## src/rtl/pgw_pkg.sv

```systemverilog
package pgw_pkg;
    typedef enum logic [1:0] {
        ACC_READ  = 2'd0,
        ACC_WRITE = 2'd1,
        ACC_EXEC  = 2'd2,
        ACC_RSVD  = 2'd3
    } access_e;

    typedef enum logic [1:0] {
        FLT_NONE   = 2'd0,
        FLT_ABSENT = 2'd1,
        FLT_PROT   = 2'd2
    } fault_e;

    typedef enum logic [2:0] {
        WS_IDLE,
        WS_FETCH,
        WS_AWAIT,
        WS_STORE,
        WS_REPLY
    } walk_state_e;

    localparam int unsigned BIT_VALID = 0;
    localparam int unsigned BIT_RD    = 1;
    localparam int unsigned BIT_WR    = 2;
    localparam int unsigned BIT_EX    = 3;
    localparam int unsigned BIT_REF   = 4;
    localparam int unsigned BIT_DIRTY = 5;
endpackage

```

## src/rtl/pgw_addr.sv

```systemverilog
module pgw_addr #(
    parameter int unsigned ADDR_W    = 32,
    parameter int unsigned VPN_W     = 20,
    parameter int unsigned PTE_BYTES = 4
) (
    input  logic [ADDR_W-1:0] base,
    input  logic [VPN_W-1:0]  vpn,
    output logic [ADDR_W-1:0] pte_addr
);
    localparam int unsigned SCALE_SH = $clog2(PTE_BYTES);

    logic [ADDR_W-1:0] vpn_ext;
    logic [ADDR_W-1:0] index_bytes;

    always_comb begin
        vpn_ext     = {{(ADDR_W-VPN_W){1'b0}}, vpn};
        index_bytes = vpn_ext << SCALE_SH;
        pte_addr    = base + index_bytes;
    end
endmodule

```

## src/rtl/pgw_perm.sv

```systemverilog
module pgw_perm
    import pgw_pkg::*;
#(
    parameter int unsigned PTE_W = 32,
    parameter int unsigned OFF_W = 12
) (
    input  logic [PTE_W-1:0]       pte,
    input  access_e                kind,
    output fault_e                 fault,
    output logic [PTE_W-1:0]       pte_upd,
    output logic                   wb_needed,
    output logic [PTE_W-OFF_W-1:0] ppn
);
    logic allowed;
    logic [PTE_W-1:0] mark;

    always_comb begin
        unique case (kind)
            ACC_READ:  allowed = pte[BIT_RD];
            ACC_WRITE: allowed = pte[BIT_WR];
            ACC_EXEC:  allowed = pte[BIT_EX];
            default:   allowed = 1'b0;
        endcase

        if (!pte[BIT_VALID])  fault = FLT_ABSENT;
        else if (!allowed)    fault = FLT_PROT;
        else                  fault = FLT_NONE;

        mark = '0;
        mark[BIT_REF] = 1'b1;
        if (kind == ACC_WRITE) mark[BIT_DIRTY] = 1'b1;

        pte_upd   = pte | mark;
        wb_needed = (fault == FLT_NONE) && (pte_upd != pte);
        ppn       = pte[PTE_W-1:OFF_W];
    end
endmodule

```

## src/rtl/pgw_seq.sv

```systemverilog
module pgw_seq
    import pgw_pkg::*;
(
    input  logic        clk,
    input  logic        rst_n,
    input  logic        req_valid,
    input  logic        mem_req_ready,
    input  logic        mem_rsp_valid,
    input  logic        wb_needed,
    output walk_state_e state
);
    walk_state_e state_d, state_q;

    always_comb begin
        state_d = state_q;
        unique case (state_q)
            WS_IDLE:  if (req_valid)     state_d = WS_FETCH;
            WS_FETCH: if (mem_req_ready) state_d = WS_AWAIT;
            WS_AWAIT: if (mem_rsp_valid) state_d = wb_needed ? WS_STORE : WS_REPLY;
            WS_STORE: if (mem_req_ready) state_d = WS_REPLY;
            WS_REPLY:                    state_d = WS_IDLE;
            default:                     state_d = WS_IDLE;
        endcase
    end

    always_ff @(posedge clk or negedge rst_n) begin
        if (!rst_n) state_q <= WS_IDLE;
        else        state_q <= state_d;
    end

    assign state = state_q;
endmodule

```

## src/rtl/pte_walker.sv

```systemverilog
module pte_walker
    import pgw_pkg::*;
#(
    parameter int unsigned VA_W      = 32,
    parameter int unsigned PTE_W     = 32,
    parameter int unsigned OFF_W     = 12,
    parameter int unsigned PTE_BYTES = 4
) (
    input  logic             clk,
    input  logic             rst_n,
    input  logic             base_we,
    input  logic             base_priv,
    input  logic [PTE_W-1:0] base_wdata,
    input  logic             req_valid,
    input  logic [VA_W-1:0]  req_vaddr,
    input  logic [1:0]       req_kind,
    output logic             req_ready,
    output logic             busy,
    output logic             mem_req_valid,
    output logic             mem_req_write,
    output logic [PTE_W-1:0] mem_req_addr,
    output logic [PTE_W-1:0] mem_req_wdata,
    input  logic             mem_req_ready,
    input  logic             mem_rsp_valid,
    input  logic [PTE_W-1:0] mem_rsp_data,
    output logic             done_valid,
    output logic [PTE_W-1:0] done_paddr,
    output logic [1:0]       done_fault
);
    localparam int unsigned VPN_W = VA_W - OFF_W;
    localparam int unsigned PPN_W = PTE_W - OFF_W;

    typedef struct packed {
        logic [PTE_W-1:0] base;
        logic [PTE_W-1:0] pte_addr;
        logic [OFF_W-1:0] offset;
        access_e          kind;
        logic [PTE_W-1:0] wb_data;
        logic [PPN_W-1:0] ppn;
        fault_e           fault;
    } walk_regs_t;

    walk_regs_t  r_d, r_q;
    walk_state_e state;
    logic [PTE_W-1:0] addr_calc;
    fault_e           chk_fault;
    logic [PTE_W-1:0] chk_upd;
    logic             chk_wb;
    logic [PPN_W-1:0] chk_ppn;
    logic             accept;
    logic             rsp_take;

    pgw_addr #(.ADDR_W(PTE_W), .VPN_W(VPN_W), .PTE_BYTES(PTE_BYTES)) u_addr (
        .base     (r_q.base),
        .vpn      (req_vaddr[VA_W-1:OFF_W]),
        .pte_addr (addr_calc)
    );

    pgw_perm #(.PTE_W(PTE_W), .OFF_W(OFF_W)) u_perm (
        .pte       (mem_rsp_data),
        .kind      (r_q.kind),
        .fault     (chk_fault),
        .pte_upd   (chk_upd),
        .wb_needed (chk_wb),
        .ppn       (chk_ppn)
    );

    pgw_seq u_seq (
        .clk           (clk),
        .rst_n         (rst_n),
        .req_valid     (req_valid),
        .mem_req_ready (mem_req_ready),
        .mem_rsp_valid (mem_rsp_valid),
        .wb_needed     (chk_wb),
        .state         (state)
    );

    always_comb begin
        accept   = (state == WS_IDLE) && req_valid;
        rsp_take = (state == WS_AWAIT) && mem_rsp_valid;
        r_d      = r_q;
        if (base_we && base_priv) r_d.base = base_wdata;
        if (accept) begin
            r_d.pte_addr = addr_calc;
            r_d.offset   = req_vaddr[OFF_W-1:0];
            r_d.kind     = access_e'(req_kind);
        end
        if (rsp_take) begin
            r_d.wb_data = chk_upd;
            r_d.ppn     = chk_ppn;
            r_d.fault   = chk_fault;
        end
    end

    always_ff @(posedge clk or negedge rst_n) begin
        if (!rst_n) begin
            r_q <= '{base: '0, pte_addr: '0, offset: '0, kind: ACC_READ,
                     wb_data: '0, ppn: '0, fault: FLT_NONE};
        end else begin
            r_q <= r_d;
        end
    end

    always_comb begin
        busy          = (state != WS_IDLE);
        req_ready     = !busy;
        mem_req_valid = (state == WS_FETCH) || (state == WS_STORE);
        mem_req_write = (state == WS_STORE);
        mem_req_addr  = r_q.pte_addr;
        mem_req_wdata = r_q.wb_data;
        done_valid    = (state == WS_REPLY);
        done_fault    = r_q.fault;
        done_paddr    = (r_q.fault == FLT_NONE) ? {r_q.ppn, r_q.offset} : '0;
    end

    assert_req_hold_R10: assert property (@(posedge clk) disable iff (!rst_n)
        (mem_req_valid && !mem_req_ready) |=>
        (mem_req_valid && $stable(mem_req_write) && $stable(mem_req_addr) && $stable(mem_req_wdata)));

    assert_reply_pulse_R8: assert property (@(posedge clk) disable iff (!rst_n)
        done_valid |=> !done_valid);

    assert_reply_busy_R8: assert property (@(posedge clk) disable iff (!rst_n)
        done_valid |-> busy);

    assert_wb_valid_entry_R3: assert property (@(posedge clk) disable iff (!rst_n)
        (mem_req_valid && mem_req_write) |-> (mem_req_wdata[BIT_VALID] && done_fault == 2'd0));

    assert_wb_ref_set_R5: assert property (@(posedge clk) disable iff (!rst_n)
        (mem_req_valid && mem_req_write) |-> mem_req_wdata[BIT_REF]);

    assert_fault_zero_pa_R4: assert property (@(posedge clk) disable iff (!rst_n)
        (done_valid && done_fault != 2'd0) |-> (done_paddr == '0));
endmodule

```

## config.mk

```make
export PLATFORM = sky130hd
export DESIGN_NAME = pte_walker
export DESIGN_NICKNAME = d
export VERILOG_FILES = /design/src/rtl/pgw_pkg.sv /design/src/rtl/pgw_addr.sv /design/src/rtl/pgw_perm.sv /design/src/rtl/pgw_seq.sv /design/src/rtl/pte_walker.sv
export SDC_FILE = /design/constraint.sdc
export NUM_CORES = 1
export LEC_CHECK = 0
export BUFFER_PORTS_ARGS = -buffer_cell sky130_fd_sc_hd__buf_4
export CAP_MARGIN = 20
export CORE_MARGIN = 2
export CORE_UTILIZATION = 51
export CTS_BUF_LIST = sky130_fd_sc_hd__clkbuf_16
export DETAILED_ROUTE_END_ITERATION = 7
export MAX_ROUTING_LAYER = met4
export PLACE_DENSITY = 0.82
export SYNTH_ARGS = -nofsm -noshare
export SYNTH_HDL_FRONTEND = slang
export SYNTH_SLANG_ARGS = --single-unit
export TNS_END_PERCENT = 50
```

## constraint.sdc

```tcl
create_clock -name clk -period 3 [get_ports clk]
set_clock_uncertainty 0.05 [all_clocks]
set_input_delay 0.3 -clock clk [delete_from_list [all_inputs] [get_ports clk]]
set_output_delay 0.3 -clock clk [all_outputs]
set_load 0.005 [all_outputs]
```

==> impl_metrics.ini, run 1 <==
[status]
outcome = finished, final reports clean

[clock_tree]
cts-buffers-inserted = 17
ctsLongestPathBuffers = 2
clkLatencyLatePin_ps = 410
cts_post_setup_buffers_inserted = 0
clock_tree_from_tritoncts = yes
clk_pin_slew_ps = 50
clk_root_buffer_cell = clkbuf_16
h-tree-depth = 4
clock_sinks = 115

[min_path]
min_path_type = in -> reg
hold_start = mem_rsp_data[12]

[drt]
totalWireLength_um = 15550
drt_drc_violations_left = 0
post_drt_wl_per_cell_um = 15.33
drt_first_pass_iters = 4
vias = 5242
antenna_left = 0
via_cell_ratio = 5.170
dr.first_iter.drc_count = 280

[sta]
post-route-worst-setup-slack_ps = 476.9
finalHoldWorstSlack_ps = 25.53
finalSetupTns_ps = 0
timing_worst_slew_pin_value_ps = 663.9
timing.final.crit_share = 0.8410
timing_max_transition_violations_final = 0
hold_violations = 0
finalSetupViolations = 0
rsz0062_at_grt = false
achievable-frequency_mhz = 396.3
max-slew-margin-rel = 0.5574
finalCriticalPeriod_ps = 2523

[setup_path]
data_required_critical_path_ps = 3280
critPathSlowestCell = fa_1
reg2reg_from = r_q[102]$_DFFE_PN0P_
path_max_fanout = 5
cp.arrival_ps = 2800
timing.critical_path.cells = ha_1 -> inv_1 -> fa_1 -> nand2b_1 -> a21oi_1 -> o2111ai_1 -> o21ai_2 -> a41oi_4 -> or3_1 -> a31oi_1
worstSetupPathType = reg -> reg
worst_setup_path_start_kind = flip-flop
critical-path-max-stage-delay_ps = 400
worstSetupEndpointType = flip-flop
cp-startpoint = r_q[102]$_DFFE_PN0P_

[flow_run]
max_cap_violations = 0

[global_route]
grt_max_degree = 116
grt_util_all_layers = 0.2407
grt_first_pass_wirelength_um = 24290
remaining_global_route_overflow = 0
grt_antenna_before_repair = 0
grt_pass1_vias = 5054

[synth]
yosys.cell_types.count = 58
synth.net_count = 818
yosysSeqAreaShare = 0.4497
synthesis.area_sq_um = 6399
synth_top_area_share = 0.4497
synth-edff-count = 0
ys.flop_type = dfrtp_1
yosysWarnings = 0
synth.avg_cell_area_sq_um = 9.247
postSynth.asyncResetShare = 1.000
netlist_instances = 692
synthDominantAreaCellType = dfrtp_1
synth_area_leaders = dfrtp_1 45%, nand2_1 11%, buf_4 7.9%
postSynthRegisterBits = 115

[power_and_ir_drop]
leakagePower_nw = 4.158
power.ir.vdd_worst_mv = 0.3413
powerDensity_nw_per_um2 = 919.0

[final_layout]
ff_latch_area_sq_um = 2878
multiInputGateArea_sq_um = 2855
final.fill_count = 970
final_nets = 960
finish.utilization = 0.6784
layout-drive-gt1-share = 0.3463
layout.cells.most_common = buf_4
antenna-diode-count = 0
most-common-layout-cells = 214 x buf_4, 188 x nand2_1, 115 x dfrtp_1
area_growth_syn_to_layout_pct = 28.41

[place]
dp_slack_ps = 464.3
place_congestion = 0.9934
hpwl_um = 11590
io_buffers = 207

[floorplanning]
floorplan.initialDensity = 0.5283
die_area_sq_um = 13460
die-width_um = 116.0
die_h_um = 116.0
number_of_placed_i_o_pins = 208
coreArea_sq_um = 12110
core.rowCount = 40
synthesized netlist by cell type, types with 4 or more instances:
cell and n:
a21o_1 7, a21oi_1 26, a31oi_1 6, and2_1 38, and3_1 5, buf_4 67
clkbuf_1 17, dfrtp_1 115, ha_1 20, inv_1 11, mux2_2 34, nand2_1 189
nand2b_1 5, nand3_1 6, nand4_1 4, nor2_1 13, nor2b_1 4, o211ai_1 6
o21ai_0 35, o21ai_1 7, xnor2_1 6, xor2_1 17
area by class of cell:
class	count	share of cell area
sequential	115	0.3502
multi-input combinational	473	0.3475
timing repair buffer	216	0.1992
clock buffer	17	0.05177
tap	168	0.02558
clock inverter	14	0.02071
inverter	11	0.005025
registers in the layout (all words and copies together), names as in the netlist:
register       flops
mem_req_addr      32
r_q               46
done_fault         2
u_seq.state        3
mem_req_wdata     32
cell families (layout without fill, tap and decap cells):
logic type | Yosys count | count (layout) | share of synthesized area
xor+xnor | 23 | 23 | 0.03148
buf+inv | 104 | 258 | 0.1044
simple gates | 286 | 286 | 0.2049
fa+ha+maj | 21 | 21 | 0.04224
mux | 35 | 35 | 0.06140
flops | 115 | 115 | 0.4497
compound gates | 108 | 108 | 0.1058
power breakdown:
part	switching [mW]	internal, mW
Clock	0.689	1.36
Combinational	1.41	1.52
Sequential	0.420	2.14
Total	2.52	5.03
worst max-delay path: cells and delay by family (launching register included):
kind	cells	cell delay, ps
AOI/OAI and AO/OA	5	850
adders and majority gates	2	560
buffers and inverters	1	60
DFF	1	340
and+or+nand+nor	2	570
stage by stage:
step	area [sq um]	power, mW	cells
after floorplan	6399	4.495	692
after global placement	7611	5.429	982
after detailed placement	7611	5.536	982
after CTS	8217	7.611	1014
after global routing	8217	8.056	1014
final	8217	7.551	1014
path summary, 6_finish.rpt:
path	to	slack (ps)	depth (start not counted)
min in group asynchronous	r_q[125]$_DFFE_PN0P_	400	3
setup reg to reg	mem_req_addr[28]$_DFFE_PN0P_	480	10
hold reg to reg	mem_req_addr[0]$_DFFE_PN0P_	410	2
hold / removal	mem_req_wdata[12]$_DFFE_PN0P_	30	3
max in group asynchronous	mem_req_wdata[21]$_DFFE_PN0P_	1940	3
setup / recovery	mem_req_addr[28]$_DFFE_PN0P_	480	10
layer usage:
metal,share of wire,GRT usage
met3,0.065,0.05021
met4,0.016,0.08016
met2,0.53,0.4378
met5,0,-
met1,0.39,0.2613
timing repair:
| item | 4_1_cts | 5_1_grt |
|---|---|---|
| hold endpoints to repair | 115 | 0 |
| gates resized for setup | 0 | 0 |
| hold buffers | 1 | 0 |
| setup endpoints to repair | 0 | 0 |
Power figures use the tool's default switching activity.
==> inputs of run 2 (changes only) <==
==> constraint.sdc (replaced) <==
create_clock -name clk -period 2.6 [get_ports clk]
set_clock_uncertainty 0.05 [all_clocks]
set_input_delay 0.26 -clock clk [delete_from_list [all_inputs] [get_ports clk]]
set_output_delay 0.26 -clock clk [all_outputs]
set_load 0.005 [all_outputs]
==> impl_metrics.ini, run 2 (synthesis results as in run 1) <==
[status]
outcome = finished, final reports clean

[clock_tree]
clock_tree_from_tritoncts = yes
clk_root_buffer_cell = clkbuf_16
clock_sinks = 115
h-tree-depth = 4
cts-buffers-inserted = 17
clkLatencyLatePin_ps = 410
ctsLongestPathBuffers = 2
clk_pin_slew_ps = 50

[sta]
timing_max_transition_violations_final = 0
finalSetupViolations = 0
rsz0062_at_grt = true
timing_worst_slew_pin_value_ps = 466.2
timing.final.crit_share = 0.9639
hold_violations = 0
max-slew-margin-rel = 0.6859
finalCriticalPeriod_ps = 2506
post-route-worst-setup-slack_ps = 93.87
achievable-frequency_mhz = 399.0
finalHoldWorstSlack_ps = 6.850

[power_and_ir_drop]
seqPwrFrac = 0.336
combinationalPowerShare = 0.397
power.net_switching_mw = 2.976
powerDensity_nw_per_um2 = 1023
p_clk_frac = 0.267
leakagePower_nw = 4.327
report.power.total_mw = 8.822
sw_frac_of_total = 0.3374
internal_power_mw = 5.846
power.ir.vdd_worst_mv = 0.3691

[setup_path]
cp.arrival_ps = 2790
worstSetupEndpointType = flip-flop
worstSetupPathType = reg -> reg
data_required_critical_path_ps = 2880
worst_setup_path_start_kind = flip-flop
path_max_fanout = 5

[global_route]
grt_antenna_before_repair = 0
grt_pass1_vias = 5538
remaining_global_route_overflow = 0
grt_first_pass_wirelength_um = 26150
grt_util_all_layers = 0.2617
grt_max_degree = 59

[final_layout]
most-common-layout-cells = 216 x buf_4, 188 x nand2_1, 115 x dfrtp_1
area_growth_syn_to_layout_pct = 34.85
layout.cells.most_common = buf_4
layout-drive-gt1-share = 0.3326
multiInputGateArea_sq_um = 2865
top_register = r_q
final.fill_count = 863
finish.utilization = 0.7124
final_non_filler_cells = 1056
ff_latch_area_sq_um = 2878
final_nets = 1000
largest_register_ffs = 46

[drt]
drt_drc_violations_left = 0
vias = 5457
drt_first_pass_iters = 5
antenna_left = 0
post_drt_wl_per_cell_um = 15.78
dr.first_iter.drc_count = 257
via_cell_ratio = 5.168
totalWireLength_um = 16660

[floorplanning]
die-width_um = 116.0
core.rowCount = 40
number_of_placed_i_o_pins = 208
coreArea_sq_um = 12110
die_h_um = 116.0
floorplan.initialDensity = 0.5283
die_area_sq_um = 13460

[place]
place_congestion = 0.9998
numPlacedInstances = 983
dp_slack_ps = 82.72
hpwl_um = 11860
io_buffers = 207

[flow_run]
max_cap_violations = 0

[min_path]
min_path_type = in -> reg
[run 2: cell count changes in the layout (fill, tap and decap cells not counted), moves of 2 or more]
cell and change:
buf_4 +2, inv_1 +2, dlygate4sd3_1 +38, clkinv_2 -3
[run 2: cell type report]
class / instances / share of cell area
sequential: 115 / 0.3335
multi-input combinational: 473 / 0.3321
timing repair buffer: 256 / 0.2355
clock buffer: 17 / 0.04930
tap: 168 / 0.02436
clock inverter: 15 / 0.02016
inverter: 11 / 0.004785
antenna: 1 / 0.0002900
[run 2: per-layer routing]
metal	GRT usage	wire length [um]
met1	0.2710	6325
met2	0.4682	8861
met3	0.06642	1002
met4	0.1159	474
met5	-	0
[run 2: critical path, stage by stage (launching register included)]
cell	delay [ps]
dfrtp_1	350
ha_1	170
inv_1	50
fa_1	410
nand2b_1	200
a21oi_2	190
o2111ai_2	170
o21ai_2	130
a41oi_4	170
or3_1	370
a31oi_1	170
[run 2: stage by stage]
step / TNS [ps] / cell area [sq um]
3_5_place_dp: 0 / 7619
2_1_floorplan: 0 / 6399
6_report: 0 / 8628
5_1_grt: -10.80 / 8626
4_1_cts: 0 / 8608
3_3_place_gp: 0 / 7619
[run 2: power by group through the flow]
stage | logic [mW] | clock network [mW] | registers, mW
4_1_cts | 3.48 | 2.39 | 2.96
3_5_place_dp | 3.40 | 0 | 2.98
5_1_grt | 3.91 | 2.49 | 3.04
6_report | 3.50 | 2.36 | 2.97
2_1_floorplan | 2.41 | 0 | 2.77
3_3_place_gp | 3.31 | 0 | 2.94
[run 2: worst paths after layout]
| kind | startpoint | endpoint | slack, ps | depth (start not counted) |
|---|---|---|---|---|
| max | r_q[102]$_DFFE_PN0P_ | mem_req_addr[28]$_DFFE_PN0P_ | 90 | 10 |
| min reg2reg | mem_req_wdata[4]$_DFFE_PN0P_ | mem_req_wdata[4]$_DFFE_PN0P_ | 420 | 1 |
| min in group asynchronous | rst_n | r_q[128]$_DFFE_PN0P_ | 260 | 2 |
| min | req_vaddr[0] | r_q[56]$_DFFE_PN0P_ | 7 | 3 |
| max reg2reg | r_q[102]$_DFFE_PN0P_ | mem_req_addr[28]$_DFFE_PN0P_ | 90 | 10 |
| max in group asynchronous | rst_n | mem_req_wdata[2]$_DFFE_PN0P_ | 1510 | 3 |
[run 2: what timing repair did]
item | in CTS | in global routing
setup endpoints to repair | 0 | 3
hold endpoints to repair | 63 | 0
buffers inserted | 0 | 1
hold buffers | 39 | 0
resized for setup | 0 | 2
==> inputs of run 3 (changes only) <==
--- a/config.mk
+++ b/config.mk
@@ -11,8 +11,10 @@
 export CORE_UTILIZATION = 51
 export CTS_BUF_LIST = sky130_fd_sc_hd__clkbuf_16
 export DETAILED_ROUTE_END_ITERATION = 7
+export HOLD_SLACK_MARGIN = 0.12
 export MAX_ROUTING_LAYER = met4
-export PLACE_DENSITY = 0.82
+export PLACE_DENSITY_LB_ADDON = 0.08
+export SETUP_SLACK_MARGIN = 0.4
 export SYNTH_ARGS = -nofsm -noshare
 export SYNTH_HDL_FRONTEND = slang
 export SYNTH_SLANG_ARGS = --single-unit
==> impl_metrics.ini, run 3 (synthesis results as in run 1) <==
[status]
outcome = finished, final reports clean

[drt]
drt_drc_violations_left = 0
dr.first_iter.drc_count = 277
drt_first_pass_iters = 7
post_drt_wl_per_cell_um = 15.48
vias = 5616
via_cell_ratio = 5.087
antenna_left = 0
totalWireLength_um = 17090

[sta]
post-route-worst-setup-slack_ps = 293.7
timing_worst_slew_pin_value_ps = 521.4
achievable-frequency_mhz = 433.6
rsz0062_at_grt = true
finalSetupTns_ps = 0
max-slew-margin-rel = 0.6524
finalSetupViolations = 0
timing_max_transition_violations_final = 0
finalCriticalPeriod_ps = 2306
hold_violations = 0
timing.final.crit_share = 0.8871

[setup_path]
cp.arrival_ps = 2580
worstSetupEndpointType = flip-flop
reg2reg_from = r_q[102]$_DFFE_PN0P_
data_required_critical_path_ps = 2870
worstRegToRegCells = 10
worstSetupPathType = reg -> reg
path_max_fanout = 4
worstReg2RegEnd = mem_req_addr[28]$_DFFE_PN0P_
critPathSlowestCell = fa_2
cp-startpoint = r_q[102]$_DFFE_PN0P_
worst_setup_path_start_kind = flip-flop
critical-path-max-stage-delay_ps = 350
timing.critical_path.cells = ha_2 -> inv_2 -> fa_2 -> nand2b_4 -> a21oi_4 -> o2111ai_2 -> o21ai_2 -> a41oi_4 -> or3_1 -> a31oi_1
rrSetupSlack_ps = 290

[clock_tree]
h-tree-depth = 4
clkLatencyLatePin_ps = 400
clock_tree_from_tritoncts = yes
clock_sinks = 115
cts-buffers-inserted = 17
clk_root_buffer_cell = clkbuf_16
ctsLongestPathBuffers = 2
clk_pin_slew_ps = 50

[final_layout]
largest_register_ffs = 46
ff_latch_area_sq_um = 2878
layout-drive-gt1-share = 0.3675
final_nets = 1049
layout.cells.most_common = buf_4
final.fill_count = 805
most-common-layout-cells = 225 x buf_4, 186 x nand2_1, 115 x dfrtp_1
antenna-diode-count = 0
top_register = r_q
area_growth_syn_to_layout_pct = 46.73
multiInputGateArea_sq_um = 3134

[place]
io_buffers = 207
place_congestion = 0.9315
hpwl_um = 11860
dp_slack_ps = 208.1

[power_and_ir_drop]
power.ir.vdd_worst_mv = 0.4592
powerDensity_nw_per_um2 = 972.8
report.power.total_mw = 9.133
leakagePower_nw = 4.563

[floorplanning]
floorplan.initialDensity = 0.5283
die_h_um = 116.0
coreArea_sq_um = 12110
number_of_placed_i_o_pins = 208
core.rowCount = 40
die-width_um = 116.0
die_area_sq_um = 13460

[min_path]
hold_start = mem_req_ready
holdPathEnd = u_seq.state[1]$_DFFE_PN0P_
holdPathStages = 4
min_path_type = in -> reg

[global_route]
grt_first_pass_wirelength_um = 26910
grt_util_all_layers = 0.2646
grt_pass1_vias = 5617
grt_antenna_before_repair = 0
remaining_global_route_overflow = 0
grt_max_degree = 47

[flow_run]
max_cap_violations = 0
[run 3: changes by cell type in the layout (fill, tap and decap cells not counted), moves of 3 or more]
cell	delta
a21oi_1	-9
a21oi_2	+7
buf_4	+9
clkinv_2	-3
dlygate4sd3_1	+40
ha_1	-14
ha_2	+8
ha_4	+6
o21ai_0	-3
[run 3: how the worst max path moves through the flow]
stage,endpoint,cells after the start,slack (ps)
global placement,mem_req_addr[30]$_DFFE_PN0P_,11,270
finish,mem_req_addr[28]$_DFFE_PN0P_,10,290
CTS,mem_req_addr[28]$_DFFE_PN0P_,10,330
detailed placement,mem_req_addr[21]$_DFFE_PN0P_,9,210
floorplan,mem_req_addr[28]$_DFFE_PN0P_,10,440
global route,mem_req_addr[28]$_DFFE_PN0P_,10,180
[run 3: routing by layer]
| metal | part of all wire | up-vias | global-route usage |
|---|---|---|---|
| met5 | 0 | - | - |
| met4 | 0.016 | 0 | 0.08333 |
| met3 | 0.055 | 24 | 0.05962 |
| met2 | 0.51 | 200 | 0.4600 |
| met1 | 0.42 | 2669 | 0.3052 |
| li1 | - | 2723 | - |
[run 3: per-stage QoR]
step / util / hold slack (ps) / cells / instance area, sq um
3_3_place_gp: 0.6319 / 207.8 / 985 / 7654
6_report: 0.7752 / 264.5 / 1104 / 9389
5_1_grt: 0.7752 / 313.7 / 1104 / 9389
4_1_cts: 0.7597 / 259.3 / 1101 / 9201
3_5_place_dp: 0.6319 / 219.7 / 985 / 7654
2_1_floorplan: - / -85.59 / 692 / 6419
[run 3: what timing repair did]
item,CTS,global route
hold buffers,79,0
setup buffers,5,3
pin swaps,12,19
endpoints found under the hold margin,116,0
gates resized for setup,23,33
endpoints found under the setup margin,13,17
[run 3: worst max-delay path, delay by kind of cell, from the launching register on]
family	cells	cell delay, ps
AND/OR/NAND/NOR	2	500
buffers and inverters	1	40
AO/OA/AOI/OAI	5	760
flip-flops	1	340
adder cells (fa/ha/maj)	2	540
[run 3: area by class of cell]
type                       count  share of cell area
clock buffer                  17             0.04531
clock inverter                15             0.02132
inverter                      11            0.004398
multi-input combinational    473              0.3338
sequential                   115              0.3065
tap                          168             0.02239
timing repair buffer         305              0.2663
[run 3: power by group]
part / leakage [nW] / total, mW / switching, mW / internal (mW)
Combinational: 2.84 / 3.74 / 1.78 / 1.96
Clock: 0.313 / 2.45 / 0.775 / 1.67
Sequential: 1.41 / 2.95 / 0.478 / 2.47
Total: 4.56 / 9.13 / 3.03 / 6.10
